<file path="src/rtl/tsc_pkg.sv">
package tsc_pkg;

   // Slave-mode codes; the numeric values are decoded by the mode control
   typedef enum logic [2:0] {
      SM_OFF       = 3'd0,
      SM_ENCODER   = 3'd3,
      SM_GATED     = 3'd5,
      SM_TRIGGERED = 3'd6,
      SM_EXTCLK    = 3'd7
   } slave_mode_e;

   localparam int MODE_W = 3;

endpackage

</file>
<file path="src/rtl/tsc_trig_sync.sv">
// Per-input synchronizer bank with rising-edge detection.
module tsc_trig_sync #(
   parameter int NUM_IN      = 4,
   parameter int SYNC_STAGES = 2
) (
   input  logic              clk,
   input  logic              rst_n,
   input  logic [NUM_IN-1:0] raw_in,
   output logic [NUM_IN-1:0] lvl_out,
   output logic [NUM_IN-1:0] rise_out
);

   generate
      if (SYNC_STAGES < 2) begin : g_bad_stages
         $error("tsc_trig_sync: SYNC_STAGES must be at least 2");
      end
   endgenerate

   genvar gi;
   generate
      for (gi = 0; gi < NUM_IN; gi++) begin : g_lane
         logic [SYNC_STAGES-1:0] chain_q;
         logic                   last_q;

         always_ff @(posedge clk or negedge rst_n) begin
            if (!rst_n) begin
               chain_q <= '0;
               last_q  <= 1'b0;
            end else begin
               chain_q <= {chain_q[SYNC_STAGES-2:0], raw_in[gi]};
               last_q  <= chain_q[SYNC_STAGES-1];
            end
         end

         assign lvl_out[gi]  = chain_q[SYNC_STAGES-1];
         assign rise_out[gi] = chain_q[SYNC_STAGES-1] & ~last_q;


         edge_single_cycle_chk: assert property (@(posedge clk) disable iff (!rst_n)
            rise_out[gi] |=> !rise_out[gi]);
      end
   endgenerate

endmodule

</file>
<file path="src/rtl/tsc_mode_ctrl.sv">
// Enable bit and slave-mode decode into qualifier and tick.
module tsc_mode_ctrl
   import tsc_pkg::*;
(
   input  logic              clk,
   input  logic              rst_n,
   input  logic [MODE_W-1:0] mode,
   input  logic              trig_lvl,
   input  logic              trig_rise,
   input  logic              sw_set,
   input  logic              sw_clr,
   output logic              en_q,
   output logic              qual,
   output logic              tick
);

   logic en_d;

   always_comb begin
      en_d = en_q;
      if (sw_clr)
         en_d = 1'b0;
      else if (sw_set)
         en_d = 1'b1;
      else if (mode == SM_TRIGGERED && trig_rise)
         en_d = 1'b1;
   end

   always_ff @(posedge clk or negedge rst_n) begin
      if (!rst_n) en_q <= 1'b0;
      else        en_q <= en_d;
   end

   always_comb begin
      qual = en_q;
      tick = 1'b1;
      case (mode)
         SM_GATED:  qual = en_q & trig_lvl;
         SM_EXTCLK: tick = trig_rise;
         default:   ;
      endcase
   end


   clear_wins_chk: assert property (@(posedge clk) disable iff (!rst_n)
      sw_clr |=> !en_q);


   hw_start_sets_chk: assert property (@(posedge clk) disable iff (!rst_n)
      (mode == SM_TRIGGERED && trig_rise && !sw_clr) |=> en_q);

endmodule

</file>
<file path="src/rtl/tsc_counter.sv">
// Up-counter that wraps to zero after the reload value.
module tsc_counter #(
   parameter int CNT_W = 16
) (
   input  logic             clk,
   input  logic             rst_n,
   input  logic             step,
   input  logic [CNT_W-1:0] reload,
   output logic [CNT_W-1:0] cnt_q
);

   localparam logic [CNT_W-1:0] ONE = {{(CNT_W-1){1'b0}}, 1'b1};

   always_ff @(posedge clk or negedge rst_n) begin
      if (!rst_n)
         cnt_q <= '0;
      else if (step)
         cnt_q <= (cnt_q == reload) ? '0 : cnt_q + ONE;
   end


   wrap_to_zero_chk: assert property (@(posedge clk) disable iff (!rst_n)
      (step && cnt_q == reload) |=> cnt_q == '0);


   hold_no_step_chk: assert property (@(posedge clk) disable iff (!rst_n)
      !step |=> $stable(cnt_q));

endmodule

</file>
<file path="src/rtl/tmr_slave_ctrl.sv">
// Timer slave-mode controller top.
module tmr_slave_ctrl
   import tsc_pkg::*;
#(
   parameter int TSEL_W      = 2,
   parameter int CNT_W       = 16,
   parameter int SYNC_STAGES = 2
) (
   input  logic                    clk,
   input  logic                    rst_n,
   input  logic [(1<<TSEL_W)-1:0]  trig_in,
   input  logic [TSEL_W-1:0]       trig_sel,
   input  logic [MODE_W-1:0]       slave_mode,
   input  logic                    sw_en_set,
   input  logic                    sw_en_clr,
   input  logic [CNT_W-1:0]        reload,
   output logic                    cnt_en,
   output logic [CNT_W-1:0]        cnt_value,
   output logic                    count_qual,
   output logic                    count_tick
);

   localparam int NUM_TRIG = 1 << TSEL_W;

   generate
      if (TSEL_W < 1 || TSEL_W > 4) begin : g_bad_sel
         $error("tmr_slave_ctrl: TSEL_W out of range");
      end
      if (CNT_W < 2) begin : g_bad_cnt
         $error("tmr_slave_ctrl: CNT_W must be at least 2");
      end
   endgenerate

   logic [NUM_TRIG-1:0] lvl_vec;
   logic [NUM_TRIG-1:0] rise_vec;
   logic                sel_lvl;
   logic                sel_rise;
   logic                step;

   tsc_trig_sync #(
      .NUM_IN      (NUM_TRIG),
      .SYNC_STAGES (SYNC_STAGES)
   ) sync_i (
      .clk      (clk),
      .rst_n    (rst_n),
      .raw_in   (trig_in),
      .lvl_out  (lvl_vec),
      .rise_out (rise_vec)
   );

   assign sel_lvl  = lvl_vec[trig_sel];
   assign sel_rise = rise_vec[trig_sel];

   tsc_mode_ctrl mode_i (
      .clk       (clk),
      .rst_n     (rst_n),
      .mode      (slave_mode),
      .trig_lvl  (sel_lvl),
      .trig_rise (sel_rise),
      .sw_set    (sw_en_set),
      .sw_clr    (sw_en_clr),
      .en_q      (cnt_en),
      .qual      (count_qual),
      .tick      (count_tick)
   );

   assign step = count_qual & count_tick;

   tsc_counter #(
      .CNT_W (CNT_W)
   ) cnt_i (
      .clk    (clk),
      .rst_n  (rst_n),
      .step   (step),
      .reload (reload),
      .cnt_q  (cnt_value)
   );


   gate_low_holds_chk: assert property (@(posedge clk) disable iff (!rst_n)
      (slave_mode == SM_GATED && !sel_lvl) |=> $stable(cnt_value));


   extclk_no_edge_holds_chk: assert property (@(posedge clk) disable iff (!rst_n)
      (slave_mode == SM_EXTCLK && !sel_rise) |=> $stable(cnt_value));


   disabled_holds_chk: assert property (@(posedge clk) disable iff (!rst_n)
      !cnt_en |=> $stable(cnt_value));

endmodule

</file>
<file path="config.mk">
export PLATFORM = sky130hd
export DESIGN_NAME = tmr_slave_ctrl
export DESIGN_NICKNAME = d
export VERILOG_FILES = /design/src/rtl/tsc_pkg.sv /design/src/rtl/tsc_trig_sync.sv /design/src/rtl/tsc_mode_ctrl.sv /design/src/rtl/tsc_counter.sv /design/src/rtl/tmr_slave_ctrl.sv
export SDC_FILE = /design/constraint.sdc
export NUM_CORES = 1
export LEC_CHECK = 0
export ABC_AREA = 0
export BUFFER_PORTS_ARGS = -buffer_cell sky130_fd_sc_hd__buf_2
export CORE_UTILIZATION = 48
export DETAILED_ROUTE_END_ITERATION = 7
export PLACE_DENSITY = 0.8
export SLEW_MARGIN = 20
export SYNTH_ARGS = -nofsm -noshare
export SYNTH_HDL_FRONTEND = slang
export SYNTH_SLANG_ARGS = --single-unit
</file>
<file path="constraint.sdc">
create_clock -name clk -period 2.45 [get_ports clk]
set_input_delay 0.49 -clock clk [delete_from_list [all_inputs] [get_ports clk]]
set_output_delay 0.49 -clock clk [all_outputs]
set_load 0.01 [all_outputs]
</file>
# Yosys cells after proc, flatten, opt, wreduce, memory -nomap -nowiden
# Index checks and enable logic that the tools add are counted.
classes:
  n_lt_le_gt_ge: 1
  bitwise_logic: 10
  n_mux: 10
  n_eq_ne: 4
  n_reduce_logical: 2
  n_addsub: 1
ops:
  columns: ["cell", "n"]
  rows:
  - ["$add 16x1->16 const B", 1]
  - ["$eq 16x16->1", 1]
  - ["$mux 16", 1]
  - ["$eq 3x3->1 const B", 3]
  - ["$mux 1", 7]
  - ["$and 1x1->1", 6]
  - ["$bmux 1 s2", 2]
  - ["$not 1->1", 4]
  - ["$lt 2x3->1 const B", 1]
  - ["$reduce_bool 3->1", 1]
  - ["$logic_and 1x1->1", 1]
totals:
  elab_cells: 38
  ff_bits: 29
  output_inout_bits: 19

# Longest topological paths before layout
# Gate-level depths: netlist (run 1).
depth:
  word_depth: 8
  mapped_depth: 6
  mapped_depth_nobuf: 6

# Cells and area by module
# Synthesis (run 1) repeated with hierarchy kept, for this count alone.
hier_totals:
  hier_cells: 135
  area_unflattened_um2: 1559.0
by_module_without_submodules:
  columns: ["mod", "seq_area_each_um2", "area_each_um2", "cells_each", "n_inst"]
  rows:
  - ["tsc_counter", 400.4, 1051.0, 105, 1]
  - ["tsc_trig_sync", 300.3, 385.4, 20, 1]
  - ["tsc_mode_ctrl", 25.0, 63.8, 7, 1]
  - ["tmr_slave_ctrl", 0.0, 58.8, 3, 1]

# Worst setup path before layout (run 1)
# No wires, ideal clock.
synth_timing:
  kind: "input -> output"
  from: "input trig_sel[0]"
  to: "output count_tick"
  t_arrival_ns: 1.546
  setup_slack_ns: 0.414
  required_ns: 1.960
  n_path_buf: 0
  stages: 3
  cell_sequence: "and4b_1 > or4_4 > or2_2"
synth_via:
  elab_chain_len: 3
synth_lines:
  columns: ["item", "line", "source"]
  rows:
  - ["from (decl)", "tmr_slave_ctrl.sv:12", "input logic [TSEL_W-1:0] trig_sel,"]
  - ["$bmux 1 s2", "tmr_slave_ctrl.sv:52", "assign sel_rise = rise_vec[trig_sel];"]
  - ["$mux 1 (not written as such)", "tmr_slave_ctrl.sv:52", null]
  - ["$mux 1", "tsc_mode_ctrl.sv:37", "case (mode)"]
  - ["to (decl)", "tmr_slave_ctrl.sv:20", "output logic count_tick"]
# No other way between the ends. The select of a mux whose other input is x is not followed.

# Worst setup path after layout (run 1)
layout_timing:
  from: "register sync_i.g_lane[1].chain_q[1]"
  to: "output count_tick"
layout_via:
  elab_chain_len: 4
layout_lines:
  columns: ["item", "line", "source"]
  rows:
  - ["from (decl)", "tsc_trig_sync.sv:22", "logic [SYNC_STAGES-1:0] chain_q;"]
  - ["from (signal assigned)", "tsc_trig_sync.sv:30", "chain_q <= {chain_q[SYNC_STAGES-2:0], raw_in[gi]};"]
  - ["$and 1x1->1", "tsc_trig_sync.sv:36", "assign rise_out[gi] = chain_q[SYNC_STAGES-1] & ~last_q;"]
  - ["$bmux 1 s2", "tmr_slave_ctrl.sv:52", null]
  - ["$mux 1 (not written as such)", "tmr_slave_ctrl.sv:52", null]
  - ["$mux 1", "tsc_mode_ctrl.sv:37", null]
# No other way between the ends. The select of a mux whose other input is x is not followed.

==> impl_summary.txt, run 1 <==
----------------------------------------------------
[Global route]
  Wire length of the first global-routing pass ... 5.49 mm
  Number of antenna violations at the first check in global routing ... 0
  GR Util All Layers ... 0.219
  Via count of the first global-routing pass ... ~1200
  Maximum number of pins on one net before global-route repair ... 30
  Total gr overflow ... 0

[Synth]
  Share of flip-flops with an asynchronous set or reset ... 1.00
  Main combinational cell family by area after synthesis ... simple AND/OR/NAND/NOR gates
  Largest cells by area after synthesis ... sky130_fd_sc_hd__dfrtp_1 48%, sky130_fd_sc_hd__xnor2_1 9.2%, sky130_fd_sc_hd__a22o_1 5.8%
  Number of register bits inferred by synthesis ... 29
  Mean instance size in the synthesized netlist ... 11.0 sq um
  Share of the synthesized area in the top cell type ... 0.478
  Top_reg_cell synth ... sky130_fd_sc_hd__dfrtp_1
  Most numerous cell in the Yosys netlist ... sky130_fd_sc_hd__dfrtp_1
  Syn Nets ... 168
  Synth Area in Simple Gates ... 0.232
  Area share of xor/xnor cells in the synthesized design ... 0.0923
  Adder-cell area share of the yosys netlist ... 0.00824
  Yosys warnings ... 0
  Sequential-to-total area share from yosys stat ... 0.478
  Netlist area before placement ... roughly 1500 sq um
  Number of distinct standard cells referenced by the synthesized netlist ... 38
  Synthesized netlist cell count ... 138
  Share of the synthesized area in compound gates (AO/OA/AOI/OAI) ... 0.161
  Mux cell area share after synthesis ... 0.0148
  Commonest cells post-synth ... 29 x sky130_fd_sc_hd__dfrtp_1, 16 x sky130_fd_sc_hd__xnor2_1, 10 x sky130_fd_sc_hd__a22o_1
  Number of flops mapped to enable cells by yosys ... 0
  Area leader, netlist ... sky130_fd_sc_hd__dfrtp_1

[Pwr]
  Cell leakage power ... 0.000888 uW
  Peak supply drop ... roughly 380 uV
  Power density of the placed cells ... between 600 and 700 nW/um^2

[Finish]
  Final Instance Count excl. Fillers ... 238
  Number of nets in the layout ... 223
  Area growth from synthesis to layout ... 25.3%
  Diode count ... 0
  Total of fill cells in the finished design ... 261
  Share of final-layout standard cells stronger than drive strength 1 ... 0.330
  Core occupancy in the finished layout ... 0.628

[STA]
  Total negative setup slack ... 0 ns
  Final setup viols ... 0
  Relative slew slack ... 0.575
  Tightest Pin Transition ... 0.637 ns
  Highest achievable clock rate ... ~0.42 GHz
  Count of pins over their slew limit ... 0
  RSZ-0062 raised after global routing ... no
  Post-layout minimum cycle time ... 2.37 ns
  Final cycle utilization of the critical path ... 0.969
  Final hold violation count ... 0
  Maximum clock skew at final layout ... 0.0109 ns

[Clocking]
  Resized cells post-CTS ... 0
  H-tree Lvls ... 2
  Source-to-sink clock delay at the later pin of the worst-skew pair ... 0.33 ns
  Number of buffers added to fix hold violations after cts ... 0
  Clock slew seen by the registers of the worst setup and hold paths ... around 0.10 ns
  Clock buffer count from CTS ... 5
  Sink Count ... 29
  CTS tree ... built
  Maximum clock path buffer count ... 2
  Root Driver ... sky130_fd_sc_hd__clkbuf_4

[Die]
  Full die area ... 3390 sq um
  Die Y-Extent ... around 58 microns
  Ports ... 48
  Die width ... 58.2 microns
  Num rows ... 20
  Standard cell core area ... 3030 sq um
  Initial core utilization ... 0.501

[Route]
  Final Routed Wirelength ... 3.49 mm
  Post-DRT Antenna Nets ... 0
  Average detailed-routed wire length per instance ... 14.7 microns
  Remaining routing DRC violations ... 0
  Detailed Routing Iterations Pass 1 ... 4
  Avg Vias per Cell ... 5.67
  Overall via count from detail_route ... 1349
  Count of routing violations after the opening detailed-route iteration ... 45

[Flow run]
  MaxCap Viol Count ... 0

[Critical path]
  Startpoint class of the critical path ... flip-flop
  CP Max Fanout ... 4
  Setup slack of the most critical reg-to-reg path ... ~0.36 ns
  Critical Path RT ... between 1.5 and 2 ns
  Data arrival time of the critical path ... 1.88 ns
  Element type at the critical path end ... primary output
  Path type of the worst setup path ... reg2out

[Min path]
  Class of the tightest hold or removal check ... in2async

[Placed design]
  Placer congestion estimate ... 0.833
  Count of port buffers added during placement ... 47
  Half-perimeter wire length after placement ... 2.50 mm
  Placed cell count ... ~230

[Status]
  Run status ... complete, no violations

----------------------------------------------------
-- worst max-delay path: stages (launching register included) --
cell                       delay [ns]
sky130_fd_sc_hd__dfrtp_1         0.39
sky130_fd_sc_hd__nor4bb_1        0.14
sky130_fd_sc_hd__or4_4           0.57
sky130_fd_sc_hd__or2_2           0.31
sky130_fd_sc_hd__buf_2           0.14
-- power by group --
group          leakage (uW)  internal, uW  switching (uW)
logic              0.000483           134             133
registers          0.000359           527            71.2
clock network     0.0000455           244             164
-- logic make-up (layout without fill, tap and decap cells) --
group | Yosys count | count (layout)
buffers and inverters | 3 | 59
DFF | 29 | 29
and+or+nand+nor | 55 | 55
AOI/OAI and AO/OA | 33 | 33
adders and majority gates | 1 | 1
xor gates and xnor gates | 16 | 16
muxes | 1 | 1
-- registers in the layout, summed over array words and instances (netlist names) --
register,count
sync_i.g_lane.last_q,4
cnt_i.cnt_q,16
sync_i.g_lane.chain_q,8
mode_i.en_q,1
-- metal layers --
layer / routed length [microns] / vias to the layer above / share of wire / GRT usage
met5: 0 / - / 0 / 0
met4: 78 / 0 / 0.022 / 0.0884
met3: 201 / 11 / 0.058 / 0.0647
met2: 1660 / 56 / 0.48 / 0.343
met1: 1540 / 656 / 0.44 / 0.285
li1: - / 626 / - / -
-- final cells by class --
class	instances	area (sq um)	area share
clock buffers	7	55.1	0.0289
clock inverters	1	30.0	0.0158
repair buffers	51	265	0.139
well taps	44	55.1	0.0289
flip-flops and latches	29	726	0.382
multi-input cells	106	771	0.405
-- placed cells by master, fill, tap and decap left out, types with 2 or more instances in the layout --
| cell | count |
|---|---|
| sky130_fd_sc_hd__nand2_1 | 9 |
| sky130_fd_sc_hd__dfrtp_1 | 29 |
| sky130_fd_sc_hd__nor4b_1 | 2 |
| sky130_fd_sc_hd__buf_2 | 47 |
| sky130_fd_sc_hd__a22o_1 | 10 |
| sky130_fd_sc_hd__buf_4 | 4 |
| sky130_fd_sc_hd__a21o_1 | 2 |
| sky130_fd_sc_hd__nand3b_1 | 2 |
| sky130_fd_sc_hd__nor2b_1 | 7 |
| sky130_fd_sc_hd__clkbuf_4 | 5 |
| sky130_fd_sc_hd__o21ai_1 | 4 |
| sky130_fd_sc_hd__nor2_1 | 4 |
| sky130_fd_sc_hd__and4_1 | 3 |
| sky130_fd_sc_hd__o2bb2ai_1 | 2 |
| sky130_fd_sc_hd__and3_1 | 6 |
| sky130_fd_sc_hd__xnor2_1 | 16 |
| sky130_fd_sc_hd__and2_1 | 3 |
| sky130_fd_sc_hd__nor3_1 | 2 |
| sky130_fd_sc_hd__nor4bb_1 | 2 |
| sky130_fd_sc_hd__o21ai_0 | 8 |
| sky130_fd_sc_hd__nand4_1 | 4 |
| sky130_fd_sc_hd__nand3_1 | 3 |
-- timing repair --
item	in CTS	in global routing
buffers inserted	0	2
endpoints found under the setup margin	0	1
hold endpoints to repair	0	0
-- worst paths after layout --
check | depth (start not counted) | from | to
hold reg to reg | 0 | sync_i.g_lane[1].chain_q[0]$_DFF_PN0_ | sync_i.g_lane[1].chain_q[1]$_DFF_PN0_
setup / recovery | 4 | sync_i.g_lane[1].chain_q[1]$_DFF_PN0_ | count_tick
max in group asynchronous | 1 | rst_n | sync_i.g_lane[2].chain_q[0]$_DFF_PN0_
setup reg to reg | 6 | sync_i.g_lane[3].chain_q[1]$_DFF_PN0_ | cnt_i.cnt_q[10]$_DFFE_PN0P_
hold / removal | 1 | rst_n | cnt_i.cnt_q[1]$_DFFE_PN0P_
min in group clk | 1 | trig_in[2] | sync_i.g_lane[2].chain_q[0]$_DFF_PN0_
-- through the flow --
step                setup slack (ns)  hold slack [ns]  total power, uW  instance area (sq um)
finish                        0.0768            0.170             1270                   1900
CTS                           0.0143            0.192             1280                   1890
floorplan                      0.414            0.194              756                   1520
global placement               0.160            0.333              856                   1800
detailed placement             0.137            0.336              871                   1800
global route                  0.0115            0.218             1330                   1900
No activity file was read; power rests on OpenSTA's default activity.
==> inputs of run 2 (changes only) <==
==> constraint.sdc (replaced) <==
create_clock -name clk -period 2.45 [get_ports clk]
set_input_delay 0.1225 -clock clk [delete_from_list [all_inputs] [get_ports clk]]
set_output_delay 0.1225 -clock clk [all_outputs]
set_load 0.01 [all_outputs]
==> run 2 against run 1 <==
Total power fell by 5.6%; worst setup slack improved by 0.36 ns; largest power group unchanged; wire length down 0.20%; cell area grew 1.6%; first-iteration DRC count rose by 29%; maximum frequency rose by 18%; largest cell class unchanged; final cell count is 1.7% higher; register-to-register slack improved by 0.13 ns.
==> impl_summary.txt, run 2 (same netlist as run 1, synthesis figures left out) <==
----------------------------------------------------
[Placed design]
  Placer congestion estimate ... 0.819 (-1.7%)
  Half-perimeter wire length after placement ... 2.43 mm (-2.6%)
  Count of port buffers added during placement ... 47 (unchanged)
  Pre-CTS setup slack ... 0.518 ns (+0.381 ns)

[Global route]
  Maximum number of pins on one net before global-route repair ... 30 (unchanged)
  Total gr overflow ... 0 (unchanged)
  Via count of the first global-routing pass ... 1187 (-2.9%)
  Number of antenna violations at the first check in global routing ... 0 (unchanged)
  Wire length of the first global-routing pass ... 5.58 mm (+1.6%)
  GR Util All Layers ... 0.222 (+0.00355)

[Die]
  Full die area ... 3390 sq um (unchanged)
  Die Y-Extent ... 58.2 microns (unchanged)
  Initial core utilization ... 0.501 (unchanged)
  Die width ... 58.2 microns (unchanged)
  Ports ... 48 (unchanged)
  Num rows ... 20 (unchanged)
  Standard cell core area ... 3030 sq um (unchanged)

[Clocking]
  Clock buffer count from CTS ... 5 (unchanged)
  Root Driver ... sky130_fd_sc_hd__clkbuf_4
  H-tree Lvls ... 2 (unchanged)
  Maximum clock path buffer count ... 2 (unchanged)
  Setup fix buffers added after clock tree synthesis ... 0 (unchanged)
  CTS tree ... built
  Clock slew seen by the registers of the worst setup and hold paths ... 0.09 ns (about the same)
  Source-to-sink clock delay at the later pin of the worst-skew pair ... 0.33 ns (about the same)
  Sink Count ... 29 (unchanged)

[Finish]
  Register ranked first by flip-flop count ... cnt_i.cnt_q
  Most common cell after layout, fill and taps aside ... sky130_fd_sc_hd__buf_2
  Total of fill cells in the finished design ... 246 (-5.7%)
  Diode count ... 0 (unchanged)
  Most used cells in the layout excluding fill and tap cells ... 47 x sky130_fd_sc_hd__buf_2, 29 x sky130_fd_sc_hd__dfrtp_1, 16 x sky130_fd_sc_hd__xnor2_1
  Multi-input gate area ... 771 sq um (unchanged)
  Seq. cell area ... 726 sq um (unchanged)
  Number of nets in the layout ... 227 (+1.8%)
  Max reg flops ... 16 (unchanged)
  Registers with the most flip-flops ... cnt_i.cnt_q (16), sync_i.g_lane.chain_q (8), sync_i.g_lane.last_q (4)
  Area growth from synthesis to layout ... 27.3%
  Share of final-layout standard cells stronger than drive strength 1 ... 0.318 (-0.0117)

[Route]
  Average detailed-routed wire length per instance ... 14.4 microns (-1.9%)
  Final Routed Wirelength ... 3.48 mm (-0.20%)
  Detailed Routing Iterations Pass 1 ... 5 (+1)
  Overall via count from detail_route ... 1312 (-2.7%)
  Post-DRT Antenna Nets ... 0 (unchanged)
  Remaining routing DRC violations ... 0 (unchanged)
  Count of routing violations after the opening detailed-route iteration ... 58 (+29%)
  Avg Vias per Cell ... 5.42 (-4.4%)

[STA]
  Tightest Pin Transition ... 0.643 ns (+0.00555 ns)
  Final hold violation count ... 0 (unchanged)
  Final WS setup ... 0.439 ns (+0.362 ns)
  Post-layout minimum cycle time ... 2.01 ns (-0.362 ns)
  RSZ-0062 raised after global routing ... no
  Total negative setup slack ... 0 ns (unchanged)
  Final cycle utilization of the critical path ... 0.821 (-0.148)
  Maximum clock skew at final layout ... 0.0137 ns (+0.00283 ns)
  Highest achievable clock rate ... 0.497 GHz (+18%)
  Final setup viols ... 0 (unchanged)
  Relative slew slack ... 0.572 (-0.00370)
  Count of pins over their slew limit ... 0 (unchanged)

[Critical path]
  CP Max Fanout ... 4 (unchanged)
  Critical Path RT ... 2.33 ns (+0.37 ns)
  Data arrival time of the critical path ... 1.89 ns (about the same)
  Element type at the critical path end ... primary output
  Path type of the worst setup path ... reg2out
  Startpoint class of the critical path ... flip-flop

[Flow run]
  MaxCap Viol Count ... 0 (unchanged)

[Pwr]
  Cell leakage power ... 0.000899 uW (+1.3%)
  Power density of the placed cells ... 622 nW/um^2 (-7.1%)
  Peak supply drop ... 351 uV (-6.5%)

[Min path]
  Class of the tightest hold or removal check ... in2reg

[Status]
  Run status ... complete, no violations

----------------------------------------------------
-- run 2: path summary, 6_finish.rpt --
| check | slack [ns] | start | cells past startpoint | end |
|---|---|---|---|---|
| worst max-delay path | 0.44 | sync_i.g_lane[3].chain_q[1]$_DFF_PN0_ | 4 | count_tick |
| worst min-delay path | 0.04 | sw_en_set | 3 | mode_i.en_q$_DFFE_PN0P_ |
| worst max register to register | 0.49 | cnt_i.cnt_q[1]$_DFFE_PN0P_ | 6 | cnt_i.cnt_q[14]$_DFFE_PN0P_ |
| worst min register to register | 0.35 | sync_i.g_lane[1].chain_q[0]$_DFF_PN0_ | 0 | sync_i.g_lane[1].chain_q[1]$_DFF_PN0_ |
| max in group asynchronous | 1.66 | rst_n | 2 | sync_i.g_lane[2].chain_q[0]$_DFF_PN0_ |
| min in group asynchronous | 0.36 | rst_n | 2 | cnt_i.cnt_q[7]$_DFFE_PN0P_ |
-- run 2: through the flow --
stage	total power [uW]	hold slack (ns)	cells	instance area (sq um)	utilization
after floorplan	756	-0.173	138	1520	-
after global placement	858	0.171	228	1800	0.595
after detailed placement	869	0.178	228	1800	0.595
after CTS	1210	0.0425	242	1930	0.638
after global routing	1270	0.0527	242	1930	0.638
final	1200	0.0435	242	1930	0.638
-- run 2: layer usage --
layer | up-vias | part of all wire | track usage
met5 | - | 0 | 0
met4 | 0 | 0.0098 | 0.0748
met3 | 6 | 0.076 | 0.0714
met2 | 63 | 0.47 | 0.342
met1 | 608 | 0.44 | 0.298
li1 | 635 | - | -
-- run 2: final cells by class --
class,instances,share of cell area
clock buffers,7,0.0337
multi-input cells,106,0.399
repair buffers,55,0.161
clock inverters,1,0.00259
flip-flops and latches,29,0.376
well taps,44,0.0285
-- run 2: worst max-delay path, stage by stage (launching register included) --
cell and delay, ns:
sky130_fd_sc_hd__dfrtp_1 0.39, sky130_fd_sc_hd__and4b_1 0.19, sky130_fd_sc_hd__or4_4 0.55, sky130_fd_sc_hd__or2_2 0.30, sky130_fd_sc_hd__buf_2 0.14
-- run 2: what timing repair did --
action,CTS,global route
hold buffers,6,0
gates resized for setup,0,0
hold endpoints to repair,34,0
-- run 2: power by group --
group	internal, uW	total [uW]	switching, uW	leakage, uW
clock	166	334	168	0.0000413
sequential	527	595	68.8	0.000359
combinational	138	272	134	0.000499
total	831	1200	370	0.000899
